`src/rtl/cfg_regfile_pkg.sv`:
```
package cfg_regfile_pkg;

  localparam int CFG_NUM_REGS   = 42;
  localparam int CFG_DW         = 8;
  localparam logic [7:0] KEY_OPEN  = 8'h55;
  localparam logic [7:0] KEY_CLOSE = 8'hAA;
  localparam int GUARD_LIMIT    = 'h18;  // registers below this are lock-guarded
  localparam int GUARD_REG      = 1;     // register that owns the lock bit
  localparam int GUARD_BIT      = 3;     // 0 written here arms the lock

  // bus port decoded from address bit 0
  typedef enum logic {PORT_INDEX = 1'b0, PORT_DATA = 1'b1} port_e;

  function automatic logic [7:0] reg_reset_value(input int n);
    logic [7:0] v;
    case (n)
      'h00: v = 8'h28;
      'h01: v = 8'h9C;
      'h02: v = 8'h88;
      'h03: v = 8'h78;
      'h06: v = 8'hFF;
      'h0D: v = 8'h03;
      'h0E: v = 8'h02;
      'h1E: v = 8'h80;
      'h20: v = 8'hFC;
      'h21: v = 8'h7C;
      'h22: v = 8'hFD;
      'h23: v = 8'hDE;
      'h24: v = 8'hFE;
      'h25: v = 8'hBE;
      'h26: v = 8'h23;
      'h27: v = 8'h67;
      'h28: v = 8'h43;
      default: v = 8'h00;
    endcase
    return v;
  endfunction

  function automatic bit reg_is_fixed(input int n);
    return (n == 'h26) || (n == 'h27) || (n == 'h29);
  endfunction

endpackage

```
`src/rtl/cfg_key_seq.sv`:
```
module cfg_key_seq
  import cfg_regfile_pkg::*;
#(
  parameter int DW = CFG_DW
) (
  input  logic          clk,
  input  logic          rst_n,
  input  logic          idx_wr,
  input  logic [DW-1:0] wdata,
  output logic          mode
);
  logic half_key_q;
  logic mode_q;

  always_ff @(posedge clk) begin
    if (!rst_n) begin
      half_key_q <= 1'b0;
      mode_q     <= 1'b0;
    end else if (idx_wr) begin
      if (!mode_q) begin
        if (wdata == DW'(KEY_OPEN)) begin
          if (half_key_q) begin
            mode_q     <= 1'b1;
            half_key_q <= 1'b0;
          end else begin
            half_key_q <= 1'b1;
          end
        end else begin
          half_key_q <= 1'b0;
        end
      end else if (wdata == DW'(KEY_CLOSE)) begin
        mode_q <= 1'b0;
      end
    end
  end

  assign mode = mode_q;
endmodule

```
`src/rtl/cfg_index_reg.sv`:
```
module cfg_index_reg
  import cfg_regfile_pkg::*;
#(
  parameter int DW       = CFG_DW,
  parameter int NUM_REGS = CFG_NUM_REGS,
  localparam int IW      = $clog2(NUM_REGS)
) (
  input  logic          clk,
  input  logic          rst_n,
  input  logic          idx_wr,
  input  logic          mode,
  input  logic [DW-1:0] wdata,
  output logic [IW-1:0] idx
);
  logic [IW-1:0] idx_q;
  logic          in_range;

  assign in_range = int'(wdata) < NUM_REGS;

  always_ff @(posedge clk) begin
    if (!rst_n)                           idx_q <= '0;
    else if (idx_wr && mode && in_range)  idx_q <= wdata[IW-1:0];
  end

  assign idx = idx_q;
endmodule

```
`src/rtl/cfg_reg_bank.sv`:
```
module cfg_reg_bank
  import cfg_regfile_pkg::*;
#(
  parameter int DW       = CFG_DW,
  parameter int NUM_REGS = CFG_NUM_REGS,
  localparam int IW      = $clog2(NUM_REGS)
) (
  input  logic                   clk,
  input  logic                   rst_n,
  input  logic                   dat_wr,
  input  logic                   mode,
  input  logic [IW-1:0]          idx,
  input  logic [DW-1:0]          wdata,
  output logic                   lock,
  output logic [NUM_REGS*DW-1:0] regs_flat
);
  logic lock_q;
  logic guarded;
  logic wr_ok;

  assign guarded = lock_q && (int'(idx) < GUARD_LIMIT);
  assign wr_ok   = dat_wr && mode && !guarded;

  generate
    for (genvar n = 0; n < NUM_REGS; n++) begin : g_reg
      if (reg_is_fixed(n)) begin : g_fixed
        assign regs_flat[n*DW +: DW] = DW'(reg_reset_value(n));
      end else begin : g_rw
        logic [DW-1:0] q;
        always_ff @(posedge clk) begin
          if (!rst_n)                          q <= DW'(reg_reset_value(n));
          else if (wr_ok && idx == IW'(n))     q <= wdata;
        end
        assign regs_flat[n*DW +: DW] = q;
      end
    end
  endgenerate

  always_ff @(posedge clk) begin
    if (!rst_n)                                  lock_q <= 1'b0;
    else if (wr_ok && idx == IW'(GUARD_REG))     lock_q <= ~wdata[GUARD_BIT];
  end

  assign lock = lock_q;
endmodule

```
`src/rtl/cfg_read_path.sv`:
```
module cfg_read_path
  import cfg_regfile_pkg::*;
#(
  parameter int DW       = CFG_DW,
  parameter int NUM_REGS = CFG_NUM_REGS,
  localparam int IW      = $clog2(NUM_REGS)
) (
  input  logic                   rd,
  input  logic                   port_sel,
  input  logic                   mode,
  input  logic                   lock,
  input  logic [IW-1:0]          idx,
  input  logic [NUM_REGS*DW-1:0] regs_flat,
  output logic [DW-1:0]          rdata
);
  always_comb begin
    rdata = '0;
    if (rd) begin
      if (!mode)                                           rdata = '1;
      else if (port_sel == PORT_INDEX)                     rdata = DW'(idx);
      else if (lock && (int'(idx) < GUARD_LIMIT))          rdata = '1;
      else                                                 rdata = regs_flat[int'(idx)*DW +: DW];
    end
  end
endmodule

```
`src/rtl/cfg_keyed_regfile.sv`:
```
module cfg_keyed_regfile
  import cfg_regfile_pkg::*;
#(
  parameter int DW       = CFG_DW,
  parameter int NUM_REGS = CFG_NUM_REGS
) (
  input  logic                   clk,
  input  logic                   rst_n,
  input  logic                   bus_port_sel,
  input  logic                   bus_wr,
  input  logic                   bus_rd,
  input  logic [DW-1:0]          bus_wdata,
  output logic [DW-1:0]          bus_rdata,
  output logic [NUM_REGS*DW-1:0] cfg_regs
);
  localparam int IW = $clog2(NUM_REGS);

  logic          idx_wr, dat_wr;
  logic          mode_w, lock_w;
  logic [IW-1:0] idx_w;

  assign idx_wr = bus_wr && (bus_port_sel == PORT_INDEX);
  assign dat_wr = bus_wr && (bus_port_sel == PORT_DATA);

  cfg_key_seq #(.DW(DW)) u_key (
    .clk(clk), .rst_n(rst_n), .idx_wr(idx_wr), .wdata(bus_wdata), .mode(mode_w)
  );

  cfg_index_reg #(.DW(DW), .NUM_REGS(NUM_REGS)) u_idx (
    .clk(clk), .rst_n(rst_n), .idx_wr(idx_wr), .mode(mode_w),
    .wdata(bus_wdata), .idx(idx_w)
  );

  cfg_reg_bank #(.DW(DW), .NUM_REGS(NUM_REGS)) u_bank (
    .clk(clk), .rst_n(rst_n), .dat_wr(dat_wr), .mode(mode_w), .idx(idx_w),
    .wdata(bus_wdata), .lock(lock_w), .regs_flat(cfg_regs)
  );

  cfg_read_path #(.DW(DW), .NUM_REGS(NUM_REGS)) u_rd (
    .rd(bus_rd), .port_sel(bus_port_sel), .mode(mode_w), .lock(lock_w),
    .idx(idx_w), .regs_flat(cfg_regs), .rdata(bus_rdata)
  );
endmodule

```
`config.mk`:
```
export PLATFORM = sky130hd
export DESIGN_NAME = cfg_keyed_regfile
export DESIGN_NICKNAME = d
export VERILOG_FILES = /design/src/rtl/cfg_regfile_pkg.sv /design/src/rtl/cfg_key_seq.sv /design/src/rtl/cfg_index_reg.sv /design/src/rtl/cfg_reg_bank.sv /design/src/rtl/cfg_read_path.sv /design/src/rtl/cfg_keyed_regfile.sv
export SDC_FILE = /design/constraint.sdc
export NUM_CORES = 1
export LEC_CHECK = 0
export CORE_MARGIN = 2
export CORE_UTILIZATION = 25
export CTS_CLUSTER_SIZE = 24
export DETAILED_ROUTE_END_ITERATION = 10
export HOLD_SLACK_MARGIN = 0.15
export PLACE_DENSITY = 0.54
export SETUP_SLACK_MARGIN = 0.15
export SLEW_MARGIN = 20
export SYNTH_ARGS = -nofsm -noshare
export SYNTH_HDL_FRONTEND = slang
export SYNTH_SLANG_ARGS = --single-unit
```
`constraint.sdc`:
```
create_clock -name clk -period 5.95 [get_ports clk]
set_clock_uncertainty 0.15 [all_clocks]
set_input_delay 1.19 -clock clk [delete_from_list [all_inputs] [get_ports clk]]
set_output_delay 1.19 -clock clk [all_outputs]
set_load 0.01 [all_outputs]
```
==> results by group <==
Outcome
  – Status: finished clean

Setup path
  – Crit path kind: flop to output port
  – Crit-path max FO: 50
  – CP Data Required Time: roughly 4600 ps
  – CP endpoint kind: output port
  – Crit path DAT: just under 4000 ps
  – Worst Setup Start Kind: flop

Synth
  – Cells after synthesis: approximately 1400
  – Yosys cell types: just over 60
  – Avg Inst Size Synth: around 11 um^2
  – Ys Warns: 0
  – Async set-reset flop share out of synthesis: 0%
  – Register area share after synthesis: roughly two fifths
  – Yosys top cell by area: dfxtp_1
  – Seq cells post-synth: 321
  – Netlist Area Pre-Place: 15380 um^2
  – Synth top area cells: dfxtp_1, mux2i_1, mux4_2
  – EDFF count, synth: 0
  – Top cell type's share of synthesized area: 41.78%
  – Primary FF master, synth: dfxtp_1

Floorplanning
  – Row count: 90
  – Core area: between 60000 and 70000 um^2
  – IO Pins: around 360
  – Starting Density: about a quarter
  – Die area: 63530 um^2
  – Die H: between 200 and 300 um
  – Die width: around 250 um

Timing
  – RSZ-0062 raised after global routing: false
  – Fmax achieved: ~190 MHz
  – Final setup vio count: 0
  – Worst slew pin tran: about 950 ps
  – Max Slew Vio Count: 0
  – Final Hold Viols: 0
  – Setup TNS: 0 ps
  – Tmin final: approximately 5200 ps
  – Relative slew margins: a little under two fifths
  – Final Cycle Share: 87.69%

GRT
  – Overflow after GRT: 0
  – First-pass GRT wire length: 91450 um
  – Largest net degree at the start of global routing: between 200 and 250
  – Total GRT Usage: approximately a fifth
  – Antenna violations before repair: 1
  – Vias in the first global route: between 10000 and 15000

Placement
  – Post-DP HPWL: 47040 um
  – # port buffers: approximately 330
  – Final GP Congestion: about 0.90

Power
  – Leak: 0.006954 uW
  – Power Density: 228.7 nW/um^2
  – Worst vdd rail ir drop: ~0.18 mV

Clock tree
  – Root buffer cell: clkbuf_16
  – TritonCTS clock tree: done
  – Setup bufs post-CTS: 0
  – H-tree Lvls: 2
  – TritonCTS buffer count: 38
  – Number of gates resized after cts: 0
  – Clock transition at path regs: about 60 ps
  – CTS Hold Bufs: 0
  – Clock Latency Late Sink: approximately 550 ps
  – Clock Path Buffers: 3
  – Clock sinks: ~320

Routing
  – Residual DRC: 0
  – Routed WL: about 65000 um
  – Via/cell ratio: just under 5
  – First-pass detailed-route iteration total: 5
  – Initial DRC Count: between 1000 and 1500
  – Final antenna-violating net count: 0
  – Total number of vias: 12300
  – Avg WL per Cell: 25.63 um

Hold path
  – Hold/Removal Path Class: flop to flop

Layout
  – Share of cells above drive strength 1: 12.38%
  – Final Core Density: roughly a third
  – Final nets: around 1700
  – Layout overhead on the synthesized area: 33.24%
  – Antenna cells: 0

Job
  – Max Cap Viol: 0
## metal layers
metal	wire length [um]	share of wire, %	global-route usage, %
met1	29300	45	27.37
met2	28650	44	30.25
met3	4735	7.3	4.952
met4	1862	2.9	6.154
met5	13	0.020	0
## report_power, final
group          switching [uW]  internal (uW)
Clock                     961           1430
Combinational             110           39.3
Sequential            0.00540           2150
Total                    1070           3620
## layout make-up
cell class | instances | area [um^2]
clock buffer | 62 | 1206
timing repair buffer | 356 | 3516
clock inverter | 5 | 62.56
inverter | 5 | 18.77
multi-input combinational | 988 | 8278
fill | 6060 | 40090
sequential | 321 | 6435
tap | 782 | 978.4
## cell usage after synthesis (all sizes together) (2+ instances only)
cell,instances
dfxtp,321
mux2i,296
nand2,213
nor2b,155
clkbuf,77
mux4,71
buf,65
nor3,41
nand3,33
o21ai,33
nor2,16
a22oi,12
mux2,12
nand2b,8
a21oi,7
nor4,7
o211ai,7
a31oi,5
a41oi,5
nand4,5
inv,4
or2,4
a211oi,3
o2111ai,3
o31a,3
o32ai,3
a32oi,2
and2b,2
conb,2
o21a,2
## worst paths after layout
| check | start | end | slack [ps] | cells after the start |
|---|---|---|---|---|
| setup / recovery | u_idx.idx[0] | bus_rdata[0] | 730 | 7 |
| hold reg to reg | u_bank.g_reg[28].g_rw.q[1] | u_bank.g_reg[28].g_rw.q[1] | 330 | 2 |
| hold / removal | u_bank.g_reg[28].g_rw.q[1] | u_bank.g_reg[28].g_rw.q[1] | 330 | 2 |
| setup reg to reg | u_idx.idx[5] | u_bank.g_reg[7].g_rw.q[2] | 2640 | 7 |
## through the flow
stage / instance area [um^2] / setup WS [ps] / total power, uW / hold WS, ps / instances
6_report: 20490 / 732.6 / 4688 / 326.2 / 2519
2_1_floorplan: 15460 / 2671 / 2294 / 291.8 / 1456
5_1_grt: 20490 / 539.4 / 4829 / 343.6 / 2519
3_5_place_dp: 19230 / 1122 / 2345 / 310.0 / 2452
3_3_place_gp: 19230 / 1132 / 2344 / 308.3 / 2452
4_1_cts: 20490 / 665.5 / 4743 / 325.8 / 2519
## kinds of logic after synthesis
group,share of synthesized area [%]
mux,30.54
compound gates,4.100
other cells,0.04882
flops,41.78
buf+inv,5.019
simple gates,18.52
## cells in the final DEF, fill, tap and decap left out, drive strengths merged, types with 7 or more instances in the layout
| cell type | n |
|---|---|
| a21oi | 7 |
| a22oi | 12 |
| buf | 26 |
| clkbuf | 62 |
| clkdlybuf4s50 | 330 |
| conb | 24 |
| dfxtp | 321 |
| mux2 | 12 |
| mux2i | 296 |
| mux4 | 71 |
| nand2 | 213 |
| nand2b | 8 |
| nand3 | 33 |
| nor2 | 16 |
| nor2b | 155 |
| nor3 | 41 |
| nor4 | 7 |
| o211ai | 7 |
| o21ai | 33 |
## flip-flops by register name (all words and copies together), names as in the netlist
register	count
u_bank.lock	1
u_idx.idx	6
u_key.mode	1
u_key.half_key_q	1
u_bank.g.g_rw.q	312
## worst max-delay path: stages, from the launching register on
cell and delay (ps):
dfxtp_4 980, buf_4 480, mux4_2 320, mux2i_1 70
a21oi_1 250, nand3_1 190, a41oi_1 410, clkdlybuf4s50_1 610
No activity file was read; power rests on OpenSTA's default activity.
